File: src/rtl/gpio_irq_pkg.sv
package gpio_irq_pkg;

    localparam int unsigned PORT_PINS = 32;
    localparam int unsigned OFS_W     = 8;

    typedef enum logic [OFS_W-1:0] {
        OFS_DOUT  = 8'h00,
        OFS_DIN   = 8'h04,
        OFS_DIR   = 8'h08,
        OFS_RAISE = 8'h10,
        OFS_LOWER = 8'h14,
        OFS_PULA  = 8'h18,
        OFS_PULB  = 8'h1C,
        OFS_IEN   = 8'h20,
        OFS_IST   = 8'h24,
        OFS_IMSK  = 8'h2C,
        OFS_IACK  = 8'h30,
        OFS_ILVL  = 8'h34,
        OFS_IANY  = 8'h38,
        OFS_IPOL  = 8'h3C
    } reg_ofs_e;

    typedef enum logic [2:0] {
        TRIG_RISE,
        TRIG_FALL,
        TRIG_ANY,
        TRIG_HIGH,
        TRIG_LOW
    } trig_e;

    typedef struct packed {
        logic is_level;
        logic invert;
        logic any_edge;
    } trig_cfg_t;

    function automatic trig_e decode_trig(trig_cfg_t c);
        if (c.is_level)
            return c.invert ? TRIG_LOW : TRIG_HIGH;
        else if (c.any_edge)
            return TRIG_ANY;
        else
            return c.invert ? TRIG_FALL : TRIG_RISE;
    endfunction

    function automatic logic trig_hit(trig_e m, logic cur, logic prev);
        case (m)
            TRIG_RISE: return cur & ~prev;
            TRIG_FALL: return ~cur & prev;
            TRIG_ANY:  return cur ^ prev;
            TRIG_HIGH: return cur;
            TRIG_LOW:  return ~cur;
            default:   return 1'b0;
        endcase
    endfunction

endpackage

File: src/rtl/gpio_sync.sv
module gpio_sync
    import gpio_irq_pkg::*;
#(
    parameter int unsigned NPIN   = PORT_PINS,
    parameter int unsigned STAGES = 2
) (
    input  logic            clk,
    input  logic            rst,
    input  logic [NPIN-1:0] raw_in,
    output logic [NPIN-1:0] cur_o,
    output logic [NPIN-1:0] prev_o
);
    localparam int unsigned LAST = STAGES - 1;

    logic [NPIN-1:0] stg [STAGES];
    logic [NPIN-1:0] prev_q;

    genvar s;
    generate
        for (s = 0; s < STAGES; s++) begin : g_stage
            if (s == 0) begin : g_first
                always_ff @(posedge clk) begin
                    if (rst) stg[s] <= '0;
                    else     stg[s] <= raw_in;
                end
            end else begin : g_next
                always_ff @(posedge clk) begin
                    if (rst) stg[s] <= '0;
                    else     stg[s] <= stg[s-1];
                end
            end
        end
    endgenerate

    always_ff @(posedge clk) begin
        if (rst) prev_q <= '0;
        else     prev_q <= stg[LAST];
    end

    assign cur_o  = stg[LAST];
    assign prev_o = prev_q;

    assert_prev_follows_R4: assert property (@(posedge clk) disable iff (rst)
        !$past(rst) |-> (prev_o == $past(cur_o)))
        else $error("previous-sample register lost track");

endmodule

File: src/rtl/gpio_regs.sv
module gpio_regs
    import gpio_irq_pkg::*;
#(
    parameter int unsigned NPIN = PORT_PINS
) (
    input  logic                  clk,
    input  logic                  rst,
    input  logic [OFS_W-1:0]      addr,
    input  logic                  we,
    input  logic [NPIN-1:0]       wdata,
    output logic [NPIN-1:0]       rdata,
    input  logic [NPIN-1:0]       din_sync,
    input  logic [NPIN-1:0]       status,
    output logic [NPIN-1:0]       dout_q,
    output logic [NPIN-1:0]       dir_q,
    output logic [NPIN-1:0]       ien_q,
    output logic [NPIN-1:0]       imsk_q,
    output logic [NPIN-1:0]       ack_o,
    output trig_cfg_t [NPIN-1:0]  cfg_o
);
    logic [NPIN-1:0] pula_q, pulb_q, ilvl_q, iany_q, ipol_q;

    always_ff @(posedge clk) begin
        if (rst) begin
            dout_q <= '0;
            dir_q  <= '0;
            pula_q <= '0;
            pulb_q <= '0;
            ien_q  <= '0;
            imsk_q <= '0;
            ilvl_q <= '0;
            iany_q <= '0;
            ipol_q <= '0;
        end else if (we) begin
            case (addr)
                OFS_DOUT:  dout_q <= wdata;
                OFS_RAISE: dout_q <= dout_q | wdata;
                OFS_LOWER: dout_q <= dout_q & ~wdata;
                OFS_DIR:   dir_q  <= wdata;
                OFS_PULA:  pula_q <= wdata;
                OFS_PULB:  pulb_q <= wdata;
                OFS_IEN:   ien_q  <= wdata;
                OFS_IMSK:  imsk_q <= wdata;
                OFS_ILVL:  ilvl_q <= wdata;
                OFS_IANY:  iany_q <= wdata;
                OFS_IPOL:  ipol_q <= wdata;
                default: ;
            endcase
        end
    end

    assign ack_o = (we && addr == OFS_IACK) ? wdata : '0;

    genvar i;
    generate
        for (i = 0; i < NPIN; i++) begin : g_cfg
            assign cfg_o[i] = '{is_level: ilvl_q[i], invert: ipol_q[i], any_edge: iany_q[i]};
        end
    endgenerate

    always_comb begin
        case (addr)
            OFS_DOUT: rdata = dout_q;
            OFS_DIN:  rdata = din_sync;
            OFS_DIR:  rdata = dir_q;
            OFS_PULA: rdata = pula_q;
            OFS_PULB: rdata = pulb_q;
            OFS_IEN:  rdata = ien_q;
            OFS_IST:  rdata = status;
            OFS_IMSK: rdata = imsk_q;
            OFS_ILVL: rdata = ilvl_q;
            OFS_IANY: rdata = iany_q;
            OFS_IPOL: rdata = ipol_q;
            default:  rdata = '0;
        endcase
    end

    assert_raise_R3: assert property (@(posedge clk) disable iff (rst)
        (we && addr == OFS_RAISE) |=>
            (((dout_q & $past(wdata)) == $past(wdata)) &&
             ((dout_q & ~$past(wdata)) == ($past(dout_q) & ~$past(wdata)))))
        else $error("raise register misbehaved");

    assert_lower_R3: assert property (@(posedge clk) disable iff (rst)
        (we && addr == OFS_LOWER) |=>
            (((dout_q & $past(wdata)) == '0) &&
             ((dout_q & ~$past(wdata)) == ($past(dout_q) & ~$past(wdata)))))
        else $error("lower register misbehaved");

    assert_dout_hold_R2: assert property (@(posedge clk) disable iff (rst)
        !(we && (addr == OFS_DOUT || addr == OFS_RAISE || addr == OFS_LOWER)) |=> $stable(dout_q))
        else $error("output data changed without a write");

endmodule

File: src/rtl/gpio_irq_detect.sv
module gpio_irq_detect
    import gpio_irq_pkg::*;
#(
    parameter int unsigned NPIN = PORT_PINS
) (
    input  logic                  clk,
    input  logic                  rst,
    input  trig_cfg_t [NPIN-1:0]  cfg,
    input  logic [NPIN-1:0]       en,
    input  logic [NPIN-1:0]       ack,
    input  logic [NPIN-1:0]       cur,
    input  logic [NPIN-1:0]       prev,
    output logic [NPIN-1:0]       status_o
);
    logic [NPIN-1:0] hit;
    logic [NPIN-1:0] status_q;

    genvar i;
    generate
        for (i = 0; i < NPIN; i++) begin : g_pin
            trig_e mode;
            assign mode   = decode_trig(cfg[i]);
            assign hit[i] = en[i] & trig_hit(mode, cur[i], prev[i]);

            assert_gated_R9: assert property (@(posedge clk) disable iff (rst)
                $rose(status_q[i]) |-> $past(en[i]))
                else $error("status set while disabled");

            assert_fall_by_ack_R8: assert property (@(posedge clk) disable iff (rst)
                $fell(status_q[i]) |-> $past(ack[i]))
                else $error("status fell without a clear write");

            assert_level_hold_R7: assert property (@(posedge clk) disable iff (rst)
                (cfg[i].is_level && en[i] && (cur[i] != cfg[i].invert)) |=> status_q[i])
                else $error("active level did not hold status");
        end
    endgenerate

    always_ff @(posedge clk) begin
        if (rst) status_q <= '0;
        else     status_q <= (status_q & ~ack) | hit;
    end

    assign status_o = status_q;

endmodule

File: src/rtl/gpio_irq_port.sv
module gpio_irq_port
    import gpio_irq_pkg::*;
#(
    parameter int unsigned NPIN        = PORT_PINS,
    parameter int unsigned SYNC_STAGES = 2
) (
    input  logic             clk,
    input  logic             rst,
    input  logic [OFS_W-1:0] bus_addr,
    input  logic             bus_we,
    input  logic [NPIN-1:0]  bus_wdata,
    output logic [NPIN-1:0]  bus_rdata,
    input  logic [NPIN-1:0]  pin_in,
    output logic [NPIN-1:0]  pin_out,
    output logic [NPIN-1:0]  pin_oe,
    output logic             irq
);
    logic [NPIN-1:0] cur, prev, status, ien, imsk, ack;
    trig_cfg_t [NPIN-1:0] cfg;

    gpio_sync #(.NPIN(NPIN), .STAGES(SYNC_STAGES)) u_sync (
        .clk(clk), .rst(rst), .raw_in(pin_in), .cur_o(cur), .prev_o(prev)
    );

    gpio_regs #(.NPIN(NPIN)) u_regs (
        .clk(clk), .rst(rst), .addr(bus_addr), .we(bus_we), .wdata(bus_wdata),
        .rdata(bus_rdata), .din_sync(cur), .status(status),
        .dout_q(pin_out), .dir_q(pin_oe), .ien_q(ien), .imsk_q(imsk),
        .ack_o(ack), .cfg_o(cfg)
    );

    gpio_irq_detect #(.NPIN(NPIN)) u_det (
        .clk(clk), .rst(rst), .cfg(cfg), .en(ien), .ack(ack),
        .cur(cur), .prev(prev), .status_o(status)
    );

    assign irq = |(status & ~imsk);

    assert_irq_needs_status_R10: assert property (@(posedge clk) disable iff (rst)
        irq |-> (status != '0))
        else $error("interrupt without pending status");

    assert_full_mask_R10: assert property (@(posedge clk) disable iff (rst)
        (&imsk) |-> !irq)
        else $error("interrupt despite full mask");

endmodule

File: config.mk
export PLATFORM = sky130hd
export DESIGN_NAME = gpio_irq_port
export DESIGN_NICKNAME = d
export VERILOG_FILES = /design/src/rtl/gpio_irq_pkg.sv /design/src/rtl/gpio_sync.sv /design/src/rtl/gpio_regs.sv /design/src/rtl/gpio_irq_detect.sv /design/src/rtl/gpio_irq_port.sv
export SDC_FILE = /design/constraint.sdc
export NUM_CORES = 1
export LEC_CHECK = 0
export CORE_UTILIZATION = 35
export DETAILED_ROUTE_END_ITERATION = 16
export PLACE_DENSITY_LB_ADDON = 0.3
export RECOVER_POWER = 25
export SLEW_MARGIN = 20
export SYNTH_ARGS = -nofsm -noshare
export SYNTH_HDL_FRONTEND = slang
export SYNTH_SLANG_ARGS = --single-unit
File: constraint.sdc
create_clock -name clk -period 3.18 [get_ports clk]
set_clock_uncertainty 0.2 [all_clocks]
set_input_delay 0.477 -clock clk [delete_from_list [all_inputs] [get_ports clk]]
set_output_delay 0.477 -clock clk [all_outputs]
set_load 0.01 [all_outputs]
==> results by stage <==
Outcome:
- The run finished, with violations left.
- The final reports fail on capacitance limit, slew limit.

Floorplan:
- The effective utilization at floorplan is 35.50%.
- The die span in y is between 200 and 250 um.
- The floorplan has 85 rows.
- The die width is 236.1 um.
- The core area is between 50000 and 60000 sq um.
- Pin placement for this block handled roughly 170 I/O pins.
- The die outline area is roughly 56000 sq um.

Critical path:
- The setup slack of the worst register-to-register path is roughly 1.4 ns.
- The nature of the critical path startpoint is a primary input.
- The number of cells on the worst reg-to-reg path is 6.
- For the worst setup path, the data required time is 2.50 ns.
- The launch instance of the worst register-to-register path is u_sync.stg[1][9].
- STA classifies the critical path endpoint as an output pin.
- Of all nets on the critical path, the largest fanout is 8.
- Data arrives at the worst endpoint at around 2.5 ns.
- The endpoint of the worst-slack reg-to-reg timing path is u_det.status_o[9].
- The type of the worst setup path is primary input to output pin.

Synthesis:
- The leading area contributor after synthesis is dfxtp_1.
- Counting flops and latches in the post-synthesis netlist gives 416.
- The leading register cell type out of synthesis is dfxtp_1.
- The synthesized design contains 0 enable-type register cells.
- Of all flip-flops after synthesis, the portion carrying an async set or reset was 0%.
- The netlist area before placement is 19180 sq um.
- Synthesis produced 2408 cells.
- The synthesized area divided by synthesized cell count is 7.966 sq um.
- The proportion of synthesized chip area in sequential cells is 43.42%.
- The net count after synthesis is roughly 2500.
- In the post-synthesis netlist, the biggest area contributors are dfxtp_1 (43%), nand2_1 (13%), a21oi_1 (8.8%), ha_1 (4.2%), mux2i_1 (3.3%).
- The synthesized netlist contains 56 unique library cells.
- The number of warning messages in the yosys log is 0.
- The fraction of synthesized cell area taken by the top area cell type is 43.42%.

Placement:
- Summed over all nets, the half-perimeter wirelength after detailed placement is 55.67 mm.
- In this run the cell area measured after placement is between 20000 and 25000 sq um.
- The weighted congestion reported at the end of routability-driven placement is 0.9948.
- The number of placed cells counting well taps is 3289.
- The count of buffers added on input and output ports is 171.
- Prior to clock tree synthesis, the placed netlist has a worst setup slack of -0.5549 ns.

Timing:
- The minimum hold slack is between 0.2 and 0.25 ns.
- Measured against its own limit, the worst slew margin works out to -31.78%.
- Adding up every negative setup slack in the final design gives 0 ns.
- Across all setup checks in the final design, the least slack found is 0.04587 ns.
- The fmax is 319.1 MHz.
- The number of endpoints with negative hold slack in the final report was 0.
- Setup violations remaining at the end of the flow were counted as 0.
- The worst path in the final design needs a cycle of 3.134 ns, including I/O delays and setup.
- At the pin with the least slew margin, the transition time is around 2 ns.
- The max-slew violation count is ~180.
- Setup repair after global routing could not meet its margin everywhere.
- The ratio of final minimum period to clock period is 98.56%.

Global route:
- The global-route wire length before repair is between 100 and 150 mm.
- The largest net degree at the start of global routing is ~140.
- The via count of the first global-routing pass is 18467.
- The number of antenna violations at the first check in global routing was 1.
- For this run the aggregate overflow at the end of global routing stands at 0.
- The total global-route track usage is 27.85%.

Drt:
- The wire length per cell is 23.20 um.
- Summing over every cut layer, the via total after detailed routing is 19048.
- The remaining number of nets flagged by the antenna check after routing is 0.
- The first routing iteration left around 1900 violations.
- The number of detailed-routing iterations run before antenna repair is 7.
- The mean number of vias per cell is 5.592.
- The total DRC errors in the routed layout is 0.
- The routed wire length is between 70 and 80 mm.

Power:
- The power consumption is 11.75 mW.
- Cell internal power was estimated by the tool at approximately 9 mW.
- The worst IR drop on VDD is 0.3548 mV.
- The power per unit of standard cell area is 469.6 nW/um^2.
- The share of total power in combinational logic is approximately 6.7%.
- The switching power of the nets is 2.746 mW.
- The sequential cell fraction of total power is 45.2%.
- The fraction of power consumed by the clock network is just under 50%.
- For this design the static power due to leakage is between 8 and 9 nW.
- The switching power as a share of total power is between 20% and 30%.

Clocking:
- TritonCTS built the clock tree.
- The clock-pin slew of the registers on the worst-case setup and hold paths is 0.06 ns.
- The cell chosen for the clock root is clkbuf_16.
- The worst-case clock buffer depth is 3.
- Buffers inserted during clock tree synthesis total 47.
- Counting every sink on the clock net gives 416.
- The H-tree was split into 2 levels.
- For the worst-skew pair, the clock arrives at the later sink with an insertion delay of 0.59 ns.

Final layout:
- The fill cell total of the finished layout is 5274.
- The post-synthesis to final-layout area growth is 30.40%.
- Cells with a size suffix above 1 make up 14.91% of the layout.
- Cells fill 46.30% of the core in the end.
- With fillers left out, the area of the finished cells amounts to about 25000 sq um.
- After the last flow step, the layout net total stands at 2817.
- The finished layout holds around 3400 standard cells, fillers aside.
- The number of antenna diodes in the final layout is 0.

Min path:
- The launch instance of the worst min-delay path is u_sync.stg[0][16].
- The destination of the worst hold path is u_sync.stg[1][16].
- Along the worst hold path, the cell count comes to 1.
- The worst min-delay path category is flip-flop to flip-flop.

Job:
- Max-cap violations in this run came to 2.
## how the worst max path moves through the flow
stage / slack (ns) / end / from
global route: -0.01 / bus_rdata[0] / bus_addr[4]
detailed placement: -0.55 / bus_rdata[14] / bus_addr[2]
floorplan: 0.70 / bus_rdata[11] / bus_addr[4]
CTS: 0.05 / bus_rdata[14] / bus_addr[0]
finish: 0.05 / bus_rdata[29] / bus_addr[7]
global placement: -0.62 / bus_rdata[14] / bus_addr[2]
## routing by layer
layer	share of wire [%]	wire, um	track usage (%)
met2	45	35590	44.03
met4	4.3	3421	12.62
met1	42	33510	37.01
met3	8.2	6489	4.751
met5	0.010	8	0
## flip-flops by register name, summed over array words and instances, names as in the netlist
register and flops:
u_regs.ien_q 32, u_regs.pula_q 32, u_sync.stg 64, u_regs.dir_q 32
u_regs.dout_q 32, u_det.status_o 32, u_regs.iany_q 32, u_regs.pulb_q 32
u_regs.ipol_q 32, u_sync.prev_o 32, u_regs.ilvl_q 32, u_regs.imsk_q 32
## layout make-up
cell class                      instances  area [sq um]  area share [%]
Timing Repair Buffer                  408          3874           15.49
Tap cell                              696         870.8           3.482
Clock buffer                           66          1380           5.517
Inverter                               99         371.6           1.486
Clock inverter                         15         212.7          0.8504
Sequential cell                       416          8328           33.30
Multi-Input combinational cell       1706          9976           39.88
## synthesized netlist by cell type (18+ instances only)
library cell and instances:
nand2_1 661, xnor2_1 32, a211oi_1 35, nor2b_1 99, o22ai_1 45, o21ai_1 18
a32o_1 33, ha_1 64, mux2i_1 64, clkbuf_1 115, o21ai_0 38, nand3_1 20
buf_2 54, nor2_1 60, o211ai_1 38, a22oi_1 62, inv_1 99, a21oi_1 337
dfxtp_1 416
## cell usage in the layout (no fill, tap or decap), types with 4 or more instances in the layout
cell,netlist,routed
a211oi_1,35,35
a21oi_1,337,336
a221oi_1,17,13
a221oi_2,0,4
a22oi_1,62,58
a22oi_2,0,4
a32o_1,33,33
a32oi_1,5,4
and2_1,7,5
buf_12,0,35
buf_2,54,21
buf_4,8,180
buf_6,6,17
bufinv_16,0,5
clkbuf_1,115,10
clkbuf_16,0,49
clkbuf_8,0,9
clkdlybuf4s50_1,0,129
clkinv_2,0,6
dfxtp_1,416,416
dlygate4sd2_1,0,11
ha_1,64,64
inv_1,99,99
mux2_2,7,6
mux2i_1,64,64
nand2_1,661,659
nand3_1,20,18
nor2_1,60,56
nor2_2,3,4
nor2_4,1,4
nor2b_1,99,97
nor3_4,2,8
o211ai_1,38,38
o21ai_0,38,35
o21ai_1,18,20
o221ai_2,0,6
o22ai_1,45,42
xnor2_1,32,32
## power by group through the flow
stage / combinational [mW] / sequential [mW] / clock [mW]
detailed placement: 0.726 / 5.42 / 0
floorplan: 0.359 / 5.41 / 0
finish: 0.782 / 5.31 / 5.66
global placement: 0.716 / 5.42 / 0
global route: 0.823 / 5.31 / 5.94
CTS: 0.769 / 5.30 / 5.73
## critical path: stages
cell and delay, ns:
dlygate4sd2_1 0.24, buf_12 0.15, buf_4 0.12, nor4_4 0.04, buf_4 0.16, buf_4 0.13
buf_4 0.14, a22o_1 0.22, a222oi_1 0.33, nand3_1 0.24, buf_2 0.21
## kinds of logic after synthesis
kind of cell	share of synthesized area, %
buffers and inverters	6.340
AND/OR/NAND/NOR	20.04
multiplexers	3.751
flip-flops	43.42
AO/OA/AOI/OAI	20.82
adder cells (fa/ha/maj)	4.175
XOR/XNOR	1.461
## what timing repair did
item | 4_1_cts | 5_1_grt
endpoints found under the hold margin | 21 | 0
cloned | 0 | 0
pin swaps | 20 | 3
hold buffers | 1 | 0
gates resized for setup | 181 | 7
endpoints found under the setup margin | 33 | 5
buffers inserted | 33 | 2
No activity file was read; power rests on OpenSTA's default activity.
